## src/rtl/db_regblk_pkg.sv

```systemverilog
package db_regblk_pkg;
    localparam int unsigned REG_W  = 32;
    localparam int unsigned WIN_AW = 8;
    localparam int unsigned PEER_W = 16;
    localparam int unsigned VEC_W  = 8;

    // Word index (address bits 7:2); the doorbell index is fixed by the bus map.
    localparam logic [WIN_AW-3:0] WORD_MASK = 6'd0;
    localparam logic [WIN_AW-3:0] WORD_CAUSE = 6'd1;
    localparam logic [WIN_AW-3:0] WORD_RING = 6'd3;

    localparam logic [WIN_AW-1:0] OFS_MASK  = 8'h00;
    localparam logic [WIN_AW-1:0] OFS_CAUSE = 8'h04;
    localparam logic [WIN_AW-1:0] OFS_ID    = 8'h08;

    typedef struct packed {
        logic [REG_W-1:0] mask;
        logic [REG_W-1:0] cause;
    } intr_state_t;

    typedef struct packed {
        logic              valid;
        logic [PEER_W-1:0] peer;
        logic [VEC_W-1:0]  vector;
    } ring_state_t;
endpackage

```

## src/rtl/db_addr_decode.sv

```systemverilog
module db_addr_decode
    import db_regblk_pkg::*;
(
    input  logic              sel,
    input  logic              wr,
    input  logic [WIN_AW-1:0] addr,
    output logic              wr_mask,
    output logic              wr_cause,
    output logic              wr_ring,
    output logic              rd_mask,
    output logic              rd_cause,
    output logic              rd_id
);
    logic              is_wr;
    logic              is_rd;
    logic [WIN_AW-3:0] word;

    always_comb begin
        is_wr    = sel && wr;
        is_rd    = sel && !wr;
        word     = addr[WIN_AW-1:2];
        // writes use the word index only; low address bits are dropped
        wr_mask  = is_wr && (word == WORD_MASK);
        wr_cause = is_wr && (word == WORD_CAUSE);
        wr_ring  = is_wr && (word == WORD_RING);
        // reads compare the whole byte offset
        rd_mask  = is_rd && (addr == OFS_MASK);
        rd_cause = is_rd && (addr == OFS_CAUSE);
        rd_id    = is_rd && (addr == OFS_ID);
    end
endmodule

```

## src/rtl/db_intr_regs.sv

```systemverilog
module db_intr_regs
    import db_regblk_pkg::*;
(
    input  logic             clk,
    input  logic             rst_n,
    input  logic             wr_mask,
    input  logic             wr_cause,
    input  logic             rd_cause,
    input  logic [REG_W-1:0] wdata,
    input  logic             evt_valid,
    input  logic [7:0]       evt_byte,
    output logic [REG_W-1:0] mask_q,
    output logic [REG_W-1:0] cause_q,
    output logic             irq
);
    intr_state_t st_d, st_q;

    always_comb begin
        st_d = st_q;
        if (wr_mask) begin
            st_d.mask = wdata;
        end
        // a local event outranks any bus action on the cause word
        if (evt_valid) begin
            st_d.cause = {{(REG_W-8){1'b0}}, evt_byte};
        end else if (wr_cause) begin
            st_d.cause = wdata;
        end else if (rd_cause) begin
            st_d.cause = '0;
        end
    end

    always_ff @(posedge clk) begin
        if (!rst_n) begin
            st_q <= '0;
        end else begin
            st_q <= st_d;
        end
    end

    assign mask_q  = st_q.mask;
    assign cause_q = st_q.cause;
    assign irq     = |(st_q.cause & st_q.mask);
endmodule

```

## src/rtl/db_ring_gate.sv

```systemverilog
module db_ring_gate
    import db_regblk_pkg::*;
#(
    parameter int unsigned MAX_PEERS = 16,
    parameter int unsigned CNT_W     = 8
) (
    input  logic                         clk,
    input  logic                         rst_n,
    input  logic                         fire,
    input  logic [REG_W-1:0]             wdata,
    input  logic [PEER_W-1:0]            peer_count,
    input  logic [MAX_PEERS*CNT_W-1:0]   peer_vec_cnt,
    output logic                         ring_valid,
    output logic [PEER_W-1:0]            ring_peer,
    output logic [VEC_W-1:0]             ring_vector
);
    localparam int unsigned IDX_W = (MAX_PEERS > 1) ? $clog2(MAX_PEERS) : 1;

    logic [CNT_W-1:0]  cnt_tbl [MAX_PEERS];
    logic [PEER_W-1:0] dest;
    logic [VEC_W-1:0]  vec;
    logic [CNT_W-1:0]  dest_cnt;
    logic              in_table;
    logic              below_count;
    logic              vec_ok;
    ring_state_t       rg_d, rg_q;

    for (genvar i = 0; i < MAX_PEERS; i++) begin : g_tbl
        assign cnt_tbl[i] = peer_vec_cnt[i*CNT_W +: CNT_W];
    end

    always_comb begin
        dest        = wdata[31:16];
        vec         = wdata[VEC_W-1:0];
        in_table    = 32'(dest) < MAX_PEERS;
        below_count = dest < peer_count;
        dest_cnt    = in_table ? cnt_tbl[IDX_W'(dest)] : '0;
        vec_ok      = 32'(vec) < 32'(dest_cnt);

        rg_d       = rg_q;
        rg_d.valid = fire && in_table && below_count && vec_ok;
        if (rg_d.valid) begin
            rg_d.peer   = dest;
            rg_d.vector = vec;
        end
    end

    always_ff @(posedge clk) begin
        if (!rst_n) begin
            rg_q <= '0;
        end else begin
            rg_q <= rg_d;
        end
    end

    assign ring_valid  = rg_q.valid;
    assign ring_peer   = rg_q.peer;
    assign ring_vector = rg_q.vector;
endmodule

```

## src/rtl/doorbell_regblk.sv

```systemverilog
module doorbell_regblk
    import db_regblk_pkg::*;
#(
    parameter int unsigned MAX_PEERS = 16,
    parameter int unsigned CNT_W     = 8
) (
    input  logic                       clk,
    input  logic                       rst_n,
    input  logic                       bus_sel,
    input  logic                       bus_wr,
    input  logic [7:0]                 bus_addr,
    input  logic [31:0]                bus_wdata,
    output logic [31:0]                bus_rdata,
    input  logic [15:0]                node_id,
    input  logic                       region_mapped,
    input  logic [15:0]                peer_count,
    input  logic [MAX_PEERS*CNT_W-1:0] peer_vec_cnt,
    input  logic                       evt_valid,
    input  logic [7:0]                 evt_byte,
    output logic                       ring_valid,
    output logic [15:0]                ring_peer,
    output logic [7:0]                 ring_vector,
    output logic                       irq
);
    logic             wr_mask, wr_cause, wr_ring;
    logic             rd_mask, rd_cause, rd_id;
    logic [REG_W-1:0] mask_q, cause_q;
    logic [REG_W-1:0] rdata_d, rdata_q;

    db_addr_decode u_dec (
        .sel      (bus_sel),
        .wr       (bus_wr),
        .addr     (bus_addr),
        .wr_mask  (wr_mask),
        .wr_cause (wr_cause),
        .wr_ring  (wr_ring),
        .rd_mask  (rd_mask),
        .rd_cause (rd_cause),
        .rd_id    (rd_id)
    );

    db_intr_regs u_intr (
        .clk       (clk),
        .rst_n     (rst_n),
        .wr_mask   (wr_mask),
        .wr_cause  (wr_cause),
        .rd_cause  (rd_cause),
        .wdata     (bus_wdata),
        .evt_valid (evt_valid),
        .evt_byte  (evt_byte),
        .mask_q    (mask_q),
        .cause_q   (cause_q),
        .irq       (irq)
    );

    db_ring_gate #(
        .MAX_PEERS (MAX_PEERS),
        .CNT_W     (CNT_W)
    ) u_ring (
        .clk          (clk),
        .rst_n        (rst_n),
        .fire         (wr_ring),
        .wdata        (bus_wdata),
        .peer_count   (peer_count),
        .peer_vec_cnt (peer_vec_cnt),
        .ring_valid   (ring_valid),
        .ring_peer    (ring_peer),
        .ring_vector  (ring_vector)
    );

    always_comb begin
        rdata_d = '0;
        if (rd_mask) begin
            rdata_d = mask_q;
        end else if (rd_cause) begin
            rdata_d = cause_q;  // value before the clear
        end else if (rd_id) begin
            rdata_d = region_mapped ? {{(REG_W-PEER_W){1'b0}}, node_id} : '1;
        end
    end

    always_ff @(posedge clk) begin
        if (!rst_n) begin
            rdata_q <= '0;
        end else begin
            rdata_q <= rdata_d;
        end
    end

    assign bus_rdata = rdata_q;
endmodule

```

## config.mk

```make
export PLATFORM = sky130hd
export DESIGN_NAME = doorbell_regblk
export DESIGN_NICKNAME = d
export VERILOG_FILES = /design/src/rtl/db_regblk_pkg.sv /design/src/rtl/db_addr_decode.sv /design/src/rtl/db_intr_regs.sv /design/src/rtl/db_ring_gate.sv /design/src/rtl/doorbell_regblk.sv
export SDC_FILE = /design/constraint.sdc
export NUM_CORES = 1
export LEC_CHECK = 0
export ABC_AREA = 1
export BUFFER_PORTS_ARGS = -buffer_cell sky130_fd_sc_hd__buf_4
export CORE_MARGIN = 1
export CORE_UTILIZATION = 52
export DETAILED_ROUTE_END_ITERATION = 16
export GPL_TIMING_DRIVEN = 0
export PLACE_DENSITY = 0.84
export REMOVE_ABC_BUFFERS = 1
export SLEW_MARGIN = 5
export SYNTH_ARGS = -nofsm -noshare
export SYNTH_HDL_FRONTEND = slang
export SYNTH_HIERARCHICAL = 1
export SYNTH_SLANG_ARGS = --single-unit
export TNS_END_PERCENT = 50
```

## constraint.sdc

```tcl
create_clock -name clk -period 8.5 [get_ports clk]
set_input_delay 1.275 -clock clk [delete_from_list [all_inputs] [get_ports clk]]
set_output_delay 1.275 -clock clk [all_outputs]
set_load 0.03 [all_outputs]
```

==> results.sh, run 1 <==
export IMPL_totalWireLength_um=23300
export IMPL_grtUsageTotal=0.330
export IMPL_max_slew_margin_rel=0.106
export IMPL_drt_iter0_drc=796
export IMPL_fin_setup_tns_ns=0
export IMPL_period_share=0.567
export IMPL_wl_per_cell_um=16.1
export IMPL_insertion_delay_ns=0.41
export IMPL_rows=41
export IMPL_setup_viol_count_final=0
export IMPL_cts_num_sinks=121
export IMPL_power_density_mw_per_mm2=161
export IMPL_hold_viol=0
export IMPL_n_fill_cell=1035
export IMPL_place_gp_congestion=0.856
export IMPL_grt_pass1_wl_um=36900
export IMPL_end_kind="register"
export IMPL_synth_edf_count=0
export IMPL_initial_core_util=0.544
export IMPL_synth_top_cells_by_area="dfxtp_1 35%, nand2_1 15%, a21oi_1 12%"
export IMPL_core_region_area_sq_mm=0.0128
export IMPL_grt_pass1_vias=7690
export IMPL_ant_nets=0
export IMPL_pre_cts_slack_ns=3.37
export IMPL_hold_path_class="reg2reg"
export IMPL_max_freq_mhz=208
export IMPL_r2r_cells=2
export IMPL_worst_pin_slew_ns=1.34
export IMPL_min_delay_path_depth=2
export IMPL_skew_ns=0.00746
export IMPL_cpMostUsedCell="nand2_1"
export IMPL_critPathMaxStageDelay_ns=0.86
export IMPL_utilization=0.742
export IMPL_htreeDepth=4
export IMPL_slew_violations=0
export IMPL_setup_ws_ns=3.68
export IMPL_clk_pin_slew_ns=0.06
export IMPL_synth_flop_cell="dfxtp_1"
export IMPL_post_cts_setup_buffer_count=0
export IMPL_grt_max_degree=92
export IMPL_syn_area_sq_mm=0.00698
export IMPL_rsz0062_at_grt="false"
export IMPL_ys_types=37
export IMPL_dpl_hpwl_um=15900
export IMPL_cap_violations=0
export IMPL_die_w_um=118
export IMPL_cts_tree="built"
export IMPL_cts_buffers=17
export IMPL_synth_avg_cell_area_sq_um=6.71
export IMPL_required_ns=8.81
export IMPL_die_h_um=118
export IMPL_drive_above_1_share=0.295
export IMPL_startpoint_type="input port"
export IMPL_finalCriticalPeriod_ns=4.82
export IMPL_cp_max_fo=67
export IMPL_arrival_ns=5.13
export IMPL_dieArea_sq_mm=0.0139
export IMPL_vdd_drop_max_uv=144
export IMPL_vias=7938
export IMPL_drtPass1Iterations=5
export IMPL_ys_warn_count=6
export IMPL_drc=0
export IMPL_root_buffer="clkbuf_16"
export IMPL_syn2layout_area_growth_pct=36.4
export IMPL_yosysMostFrequentCell="nand2_1"
export IMPL_netlist_top_cells_count="277 x nand2_1, 161 x a21oi_1, 121 x dfxtp_1"
export IMPL_hold_ws_ns=0.450
export IMPL_postCtsHoldBufs=0
export IMPL_ys_seq_area_frac=0.347
export IMPL_slowest_stage="inv_2"
export IMPL_yosys_area_top_type="dfxtp_1"
export IMPL_overflow=0
export IMPL_io_buffers=271
export IMPL_cts_max_path_buffers=2
export IMPL_antenna_found_initial=0
export IMPL_async_flop_share=0
export IMPL_crit_chain="buf_4 -> inv_2 -> nand2_1 -> a22oi_1 -> a221oi_1 -> or3_1 -> ha_1 -> nand2_1 -> o2111ai_1 -> nor2_1 -> nand2_1 -> a21oi_4 -> nand2_4 -> nand3_1 -> inv_2"
export IMPL_vias_per_cell=5.49
export IMPL_leakage_nw=4.52
export IMPL_ys_ff_latch=121
export IMPL_layout_nets=1498
export IMPL_synthCells=1039
export IMPL_path_class="in2reg"
export IMPL_ioPinCount=272
export IMPL_synth_top_area_share=0.347
export IMPL_insertedDiodeCount=0
export IMPL_power_mw=1.53
export IMPL_postCtsResizedCells=0
export IMPL_status="finished, final reports clean"
[cells in the final DEF (no fill, tap or decap), drive strengths merged]
cell type,count
inv,83
a221oi,6
nand3,54
bufinv,3
nand3b,2
a211oi,1
or3,3
clkinvlp,2
buf,273
nor2,115
clkinv,4
nor3b,1
dfxtp,121
ha,22
a21oi,182
o311ai,4
o2111ai,1
a22oi,14
nand2,290
nor3,4
o21ai,66
a221o,4
clkbuf,20
[layer usage]
layer	vias up	track usage	routed length, um
li1	3866	-	-
met5	-	0	0
met3	57	0.0848	2030
met2	399	0.577	11400
met4	0	0.140	558
met1	3616	0.378	9240
[area by class of cell]
cell class | instances | area, sq um | area share
clock buffer | 20 | 467 | 0.0490
clock inverter | 12 | 163 | 0.0171
timing repair buffer | 273 | 2080 | 0.218
inverter | 80 | 300 | 0.0316
sequential | 121 | 2420 | 0.255
tap | 172 | 215 | 0.0226
multi-input combinational | 769 | 3870 | 0.407
[critical path, delay by kind of cell]
family | cells | cell delay [ns]
AOI/OAI and AO/OA | 4 | 1.10
adders and majority gates | 1 | 0.27
buffers and inverters | 3 | 1.20
and+or+nand+nor | 7 | 1.20
[through the flow]
step                      instance area [sq um]  std cells
after floorplan                            6570        970
after global placement                     8820       1413
after detailed placement                   8890       1415
after CTS                                  9520       1447
after global routing                       9520       1447
final                                      9520       1447
[state kept, by name (all words and copies together) (netlist names)]
register,flops
u_ring/ring_vector,8
u_intr/mask_q,32
bus_rdata,32
u_ring/ring_peer,16
u_intr/cause_q,32
u_ring/ring_valid,1
[logic make-up after synthesis]
group | Yosys count | synth area share
AOI/OAI and AO/OA | 278 | 0.226
adders and majority gates | 22 | 0.0395
buffers and inverters | 149 | 0.101
DFF | 121 | 0.347
and+or+nand+nor | 469 | 0.286
[path summary, 6_finish.rpt]
kind | from | end | slack (ns)
setup / recovery | bus_wdata[16] | u_ring/ring_peer[4]$_SDFFE_PN0P_ | 3.68
hold / removal | u_ring/ring_peer[9]$_SDFFE_PN0P_ | u_ring/ring_peer[9]$_SDFFE_PN0P_ | 0.45
setup reg to reg | u_intr/mask_q[30]$_SDFFE_PN0P_ | bus_rdata[30]$_SDFF_PN0_ | 7.73
hold reg to reg | u_ring/ring_peer[9]$_SDFFE_PN0P_ | u_ring/ring_peer[9]$_SDFFE_PN0P_ | 0.45
[power by group]
part	switching [mW]	total [mW]	internal (mW)	leakage, nW
clock	0.272	0.761	0.488	0.304
sequential	0.00222	0.572	0.570	0.976
combinational	0.0979	0.197	0.0990	3.24
Power figures use the tool's default switching activity.
==> run 2, diff against run 1 <==
- CORE_UTILIZATION: 52 -> 50
- PLACE_DENSITY: 0.84 -> 0.82
- clock period: 8.5 -> 4.45 ns (I/O delays scaled with it)
==> results.sh, run 2 (same netlist as run 1, synthesis figures left out) <==
export IMPL_max_freq_mhz=245
export IMPL_hold_path_class="reg2reg"
export IMPL_drt_iter0_drc=697
export IMPL_p_int_mw=2.18
export IMPL_power_density_mw_per_mm2=302
export IMPL_grt_max_degree=92
export IMPL_startpoint="bus_wdata[17]"
export IMPL_post_cts_setup_buffer_count=0
export IMPL_layout_commonest_cell="nand2_1"
export IMPL_syn2layout_area_growth_pct=36.2
export IMPL_r2r_end="bus_rdata[5]$_SDFF_PN0_"
export IMPL_met3_length_um=1880
export IMPL_cts_num_sinks=121
export IMPL_dp_cells=1419
export IMPL_cts_buffers=17
export IMPL_leakage_nw=4.50
export IMPL_hold_viol=0
export IMPL_cp_max_fo=43
export IMPL_required_ns=4.76
export IMPL_cp_top_family="compound AO/OA/AOI/OAI gates"
export IMPL_period_share=0.917
export IMPL_cts_tree="built"
export IMPL_crit_chain="buf_4 -> clkinvlp_4 -> a21oi_1 -> a21oi_1 -> a221oi_1 -> or3_1 -> ha_1 -> nand2_1 -> o2111ai_1 -> nor2_1 -> nand2_1 -> a21oi_4 -> nand2_4 -> nand3_1 -> inv_2"
export IMPL_rows=42
export IMPL_finalNonFillerCells=1450
export IMPL_multi_input_area_sq_mm=0.00387
export IMPL_max_slew_margin_rel=0.148
export IMPL_cap_violations=0
export IMPL_totalWireLength_um=23200
export IMPL_dieArea_sq_mm=0.0144
export IMPL_end_kind="register"
export IMPL_critPathMaxStageDelay_ns=0.71
export IMPL_slew_violations=0
export IMPL_place_gp_congestion=0.859
export IMPL_vdd_drop_max_uv=257
export IMPL_cts_max_path_buffers=2
export IMPL_root_buffer="clkbuf_16"
export IMPL_antenna_found_initial=0
export IMPL_ff_latch_area_sq_mm=0.00242
export IMPL_status="finished, final reports clean"
export IMPL_r2r_start="u_intr/mask_q[5]$_SDFFE_PN0P_"
export IMPL_drtPass1Iterations=5
export IMPL_vias=7906
export IMPL_drc=0
export IMPL_die_w_um=120
export IMPL_insertedDiodeCount=0
export IMPL_n_fill_cell=1127
export IMPL_insertion_delay_ns=0.42
export IMPL_pwr_share_seq=0.381
export IMPL_layout_nets=1498
export IMPL_startpoint_type="input port"
export IMPL_cp_num_cells=15
export IMPL_wl_met2_um=11300
export IMPL_dpl_hpwl_um=15800
export IMPL_crit_buf_inv=3
export IMPL_worst_pin_slew_ns=1.28
export IMPL_maxUsedRoutingLayer="met4"
export IMPL_die_h_um=120
export IMPL_io_buffers=271
export IMPL_final_cell_mix="277 x nand2_1, 271 x buf_4, 161 x a21oi_1"
export IMPL_path_class="in2reg"
export IMPL_utilization=0.709
export IMPL_clk_pin_slew_ns=0.06
export IMPL_drive_above_1_share=0.295
export IMPL_initial_core_util=0.521
export IMPL_p_sw_frac=0.239
export IMPL_rsz0062_at_grt="false"
export IMPL_setup_viol_count_final=0
export IMPL_grt_pass1_vias=7571
export IMPL_overflow=0
export IMPL_p_sw_uw=687
export IMPL_arrival_ns=4.39
export IMPL_cp_endpoint="u_ring/ring_peer[15]$_SDFFE_PN0P_"
export IMPL_ioPinCount=272
export IMPL_skew_ns=0.00300
export IMPL_htreeDepth=4
export IMPL_hold_ws_ns=0.449
export IMPL_wl_met1_um=9230
export IMPL_pwr_share_clk=0.488
export IMPL_ant_nets=0
export IMPL_slowest_stage="clkinvlp_4"
export IMPL_grtUsageTotal=0.327
export IMPL_finalCriticalPeriod_ns=4.08
export IMPL_core_region_area_sq_mm=0.0134
export IMPL_vias_per_cell=5.45
export IMPL_r2r_cells=2
export IMPL_wl_per_cell_um=16.0
export IMPL_pwr_share_comb=0.131
export IMPL_grt_pass1_wl_um=37200
export IMPL_r2r_slack_ns=3.68
==> run 2: how the worst min path moves through the flow <==
stage,cells past startpoint,slack [ns],start,endpoint
floorplan,2,0.45,u_intr/cause_q[22]$_SDFFE_PP0P_,u_intr/cause_q[22]$_SDFFE_PP0P_
finish,2,0.45,u_ring/ring_peer[8]$_SDFFE_PN0P_,u_ring/ring_peer[8]$_SDFFE_PN0P_
detailed placement,2,0.44,u_ring/ring_peer[11]$_SDFFE_PN0P_,u_ring/ring_peer[11]$_SDFFE_PN0P_
CTS,2,0.45,u_ring/ring_peer[11]$_SDFFE_PN0P_,u_ring/ring_peer[11]$_SDFFE_PN0P_
global placement,2,0.44,u_ring/ring_peer[14]$_SDFFE_PN0P_,u_ring/ring_peer[14]$_SDFFE_PN0P_
global route,2,0.47,u_ring/ring_peer[11]$_SDFFE_PN0P_,u_ring/ring_peer[11]$_SDFFE_PN0P_
==> run 2: cell type report <==
class                      instances  share of cell area
clock buffer                      19              0.0477
clock inverter                    12              0.0158
inverter                          80              0.0323
multi-input combinational        769               0.407
sequential                       121               0.255
tap                              176              0.0232
timing repair buffer             273               0.219
==> run 2: layer usage <==
metal | vias to the layer above | track usage
li1 | 3860 | -
met1 | 3584 | 0.389
met2 | 399 | 0.556
met3 | 63 | 0.0756
met4 | 0 | 0.147
met5 | - | 0
==> run 2: per-stage QoR <==
step           setup TNS (ns)  area, sq um  total power [mW]  setup slack, ns
6_report                    0         9500              2.87            0.371
5_1_grt                     0         9500              2.97           0.0414
4_1_cts                     0         9490              2.87            0.278
3_5_place_dp            -1.13         8890              1.49           -0.127
3_3_place_gp            -4.04         8820              1.48           -0.130
2_1_floorplan               0         6570              1.26            0.962
==> run 2: repair_timing <==
action | in CTS | in global routing
hold buffers | 0 | 0
setup endpoints to repair | 0 | 25
gates resized for setup | 0 | 3
hold endpoints to repair | 0 | 0
==> run 2: tightest hold or removal path, cell delays in order, from the launching register on <==
cell and delay [ns]:
dfxtp_1 0.31, nand3_2 0.07, inv_2 0.03
==> run 2: power by group through the flow <==
stage / registers (mW) / clock network [mW] / logic, mW
6_report: 1.09 / 1.40 / 0.375
3_5_place_dp: 1.12 / 0 / 0.371
2_1_floorplan: 1.12 / 0 / 0.143
3_3_place_gp: 1.12 / 0 / 0.364
4_1_cts: 1.09 / 1.41 / 0.373
5_1_grt: 1.09 / 1.46 / 0.415
==> run 3, diff against run 2 <==
- CORE_UTILIZATION: 50 -> 45
- PLACE_DENSITY: 0.82 -> 0.78
- clock period: 4.45 -> 3.4 ns (I/O delays scaled with it)
==> results.sh, run 3 (same netlist as run 1, synthesis figures left out) <==
export IMPL_status="finished, final reports clean"
export IMPL_insertion_delay_ns=0.42
export IMPL_die_h_um=127
export IMPL_cp_max_fo=67
export IMPL_max_slew_margin_rel=0.163
export IMPL_required_ns=3.71
export IMPL_setup_ws_ns=0.183
export IMPL_antenna_found_initial=1
export IMPL_wl_per_cell_um=15.8
export IMPL_dieArea_sq_mm=0.0160
export IMPL_fin_setup_tns_ns=0
export IMPL_vdd_drop_max_uv=469
export IMPL_finalCriticalPeriod_ns=3.22
export IMPL_cpMostUsedCell="nand2_1"
export IMPL_cts_tree="built"
export IMPL_drtPass1Iterations=5
export IMPL_skew_ns=0.00749
export IMPL_cts_buffers=17
export IMPL_r2r_cells=2
export IMPL_initial_core_util=0.461
export IMPL_layout_commonest_cell="nand2_1"
export IMPL_ant_nets=0
export IMPL_grt_max_degree=92
export IMPL_core_region_area_sq_mm=0.0151
export IMPL_postCtsHoldBufs=0
export IMPL_pre_cts_slack_ns=-1.09
export IMPL_max_freq_mhz=311
export IMPL_ioPinCount=272
export IMPL_vias_per_cell=5.29
export IMPL_io_buffers=271
export IMPL_totalWireLength_um=23300
export IMPL_place_gp_congestion=0.809
export IMPL_die_w_um=127
export IMPL_end_kind="register"
export IMPL_r2r_start="u_intr/cause_q[28]$_SDFFE_PP0P_"
export IMPL_grt_pass1_vias=7389
export IMPL_path_class="in2reg"
export IMPL_hp_start="bus_wdata[15]"
export IMPL_setup_viol_count_final=0
export IMPL_drc=0
export IMPL_critPathMaxStageDelay_ns=0.38
export IMPL_arrival_ns=3.52
export IMPL_min_delay_path_depth=3
export IMPL_slowest_stage="or3_1"
export IMPL_leakage_nw=4.54
export IMPL_hold_viol=0
export IMPL_period_share=0.946
export IMPL_layout_nets=1504
export IMPL_power_mw=3.82
export IMPL_cap_violations=0
export IMPL_r2r_end="u_intr/cause_q[28]$_SDFFE_PP0P_"
export IMPL_finalNonFillerCells=1469
export IMPL_crit_buf_inv=4
export IMPL_clk_pin_slew_ns=0.05
export IMPL_startpoint_type="input port"
export IMPL_htreeDepth=4
export IMPL_dpl_hpwl_um=15500
export IMPL_grt_pass1_wl_um=36400
export IMPL_r2r_slack_ns=2.67
export IMPL_final_cell_mix="277 x nand2_1, 270 x buf_4, 161 x a21oi_1"
export IMPL_place_area_sq_mm=0.00892
export IMPL_syn2layout_area_growth_pct=38.1
export IMPL_n_fill_cell=1360
export IMPL_dp_cells=1432
export IMPL_cts_max_path_buffers=2
export IMPL_hold_ws_ns=0.331
export IMPL_drt_iter0_drc=723
export IMPL_grtUsageTotal=0.287
export IMPL_rows=45
export IMPL_overflow=0
export IMPL_power_density_mw_per_mm2=397
export IMPL_utilization=0.636
export IMPL_final_cell_area_sq_mm=0.00963
export IMPL_worstHoldEndpoint="u_intr/mask_q[15]$_SDFFE_PN0P_"
export IMPL_cts_num_sinks=121
export IMPL_vias=7765
export IMPL_cp_top_family="simple AND/OR/NAND/NOR gates"
export IMPL_worst_pin_slew_ns=1.25
export IMPL_drive_above_1_share=0.297
export IMPL_slew_violations=0
export IMPL_crit_chain="buf_6 -> inv_8 -> nand2_1 -> a22oi_1 -> a221oi_1 -> or3_1 -> ha_1 -> nand2_1 -> o2111ai_1 -> nor2_1 -> nand2_1 -> a21oi_4 -> buf_12 -> buf_12 -> nand3_1 -> nand2_1 -> nor2_1"
export IMPL_hold_path_class="in2reg"
export IMPL_root_buffer="clkbuf_16"
## run 3: layout make-up
cell class	instances	area, sq um	area share
Clock inverter	6	110	0.0114
Tap cell	188	235	0.0244
Antenna cell	1	2.50	0.000260
Timing Repair Buffer	276	2130	0.221
Sequential cell	121	2420	0.251
Clock buffer	25	515	0.0535
Inverter	80	312	0.0323
Timing Repair inverter	2	15.0	0.00156
Multi-Input combinational cell	770	3890	0.404
## run 3: timing repair
| action | CTS | global route |
|---|---|---|
| buffers inserted | 0 | 2 |
| setup endpoints to repair | 25 | 25 |
| gates cloned | 3 | 0 |
| resized for setup | 6 | 2 |
## run 3: worst register-to-register path: stages, from the launching register on
cell     delay, ns
dfxtp_1       0.37
nand2_1       0.09
a21oi_1       0.18
## run 3: how the worst max path moves through the flow
stage	startpoint	end	slack (ns)	cells past startpoint
floorplan	bus_wdata[17]	u_ring/ring_peer[15]$_SDFFE_PN0P_	0.07	14
global placement	bus_wdata[17]	u_ring/ring_peer[5]$_SDFFE_PN0P_	-1.09	15
detailed placement	bus_wdata[17]	u_ring/ring_peer[4]$_SDFFE_PN0P_	-1.09	15
CTS	bus_wdata[16]	u_ring/ring_peer[4]$_SDFFE_PN0P_	0.02	15
global route	bus_wdata[17]	u_ring/ring_vector[3]$_SDFFE_PN0P_	-0.001	17
finish	bus_wdata[16]	u_ring/ring_vector[3]$_SDFFE_PN0P_	0.18	17
## run 3: metal layers
layer,vias up,GRT usage,wire length [um]
met5,-,0,0
met1,3501,0.340,9450
li1,3872,-,-
met2,351,0.496,11300
met4,0,0.0978,562
met3,41,0.0835,1910
## run 3: power by group
| part | internal [mW] | switching (mW) | total, mW |
|---|---|---|---|
| Clock | 1.26 | 0.627 | 1.89 |
| Combinational | 0.248 | 0.252 | 0.500 |
| Sequential | 1.43 | 0.00558 | 1.43 |
| Total | 2.94 | 0.884 | 3.82 |
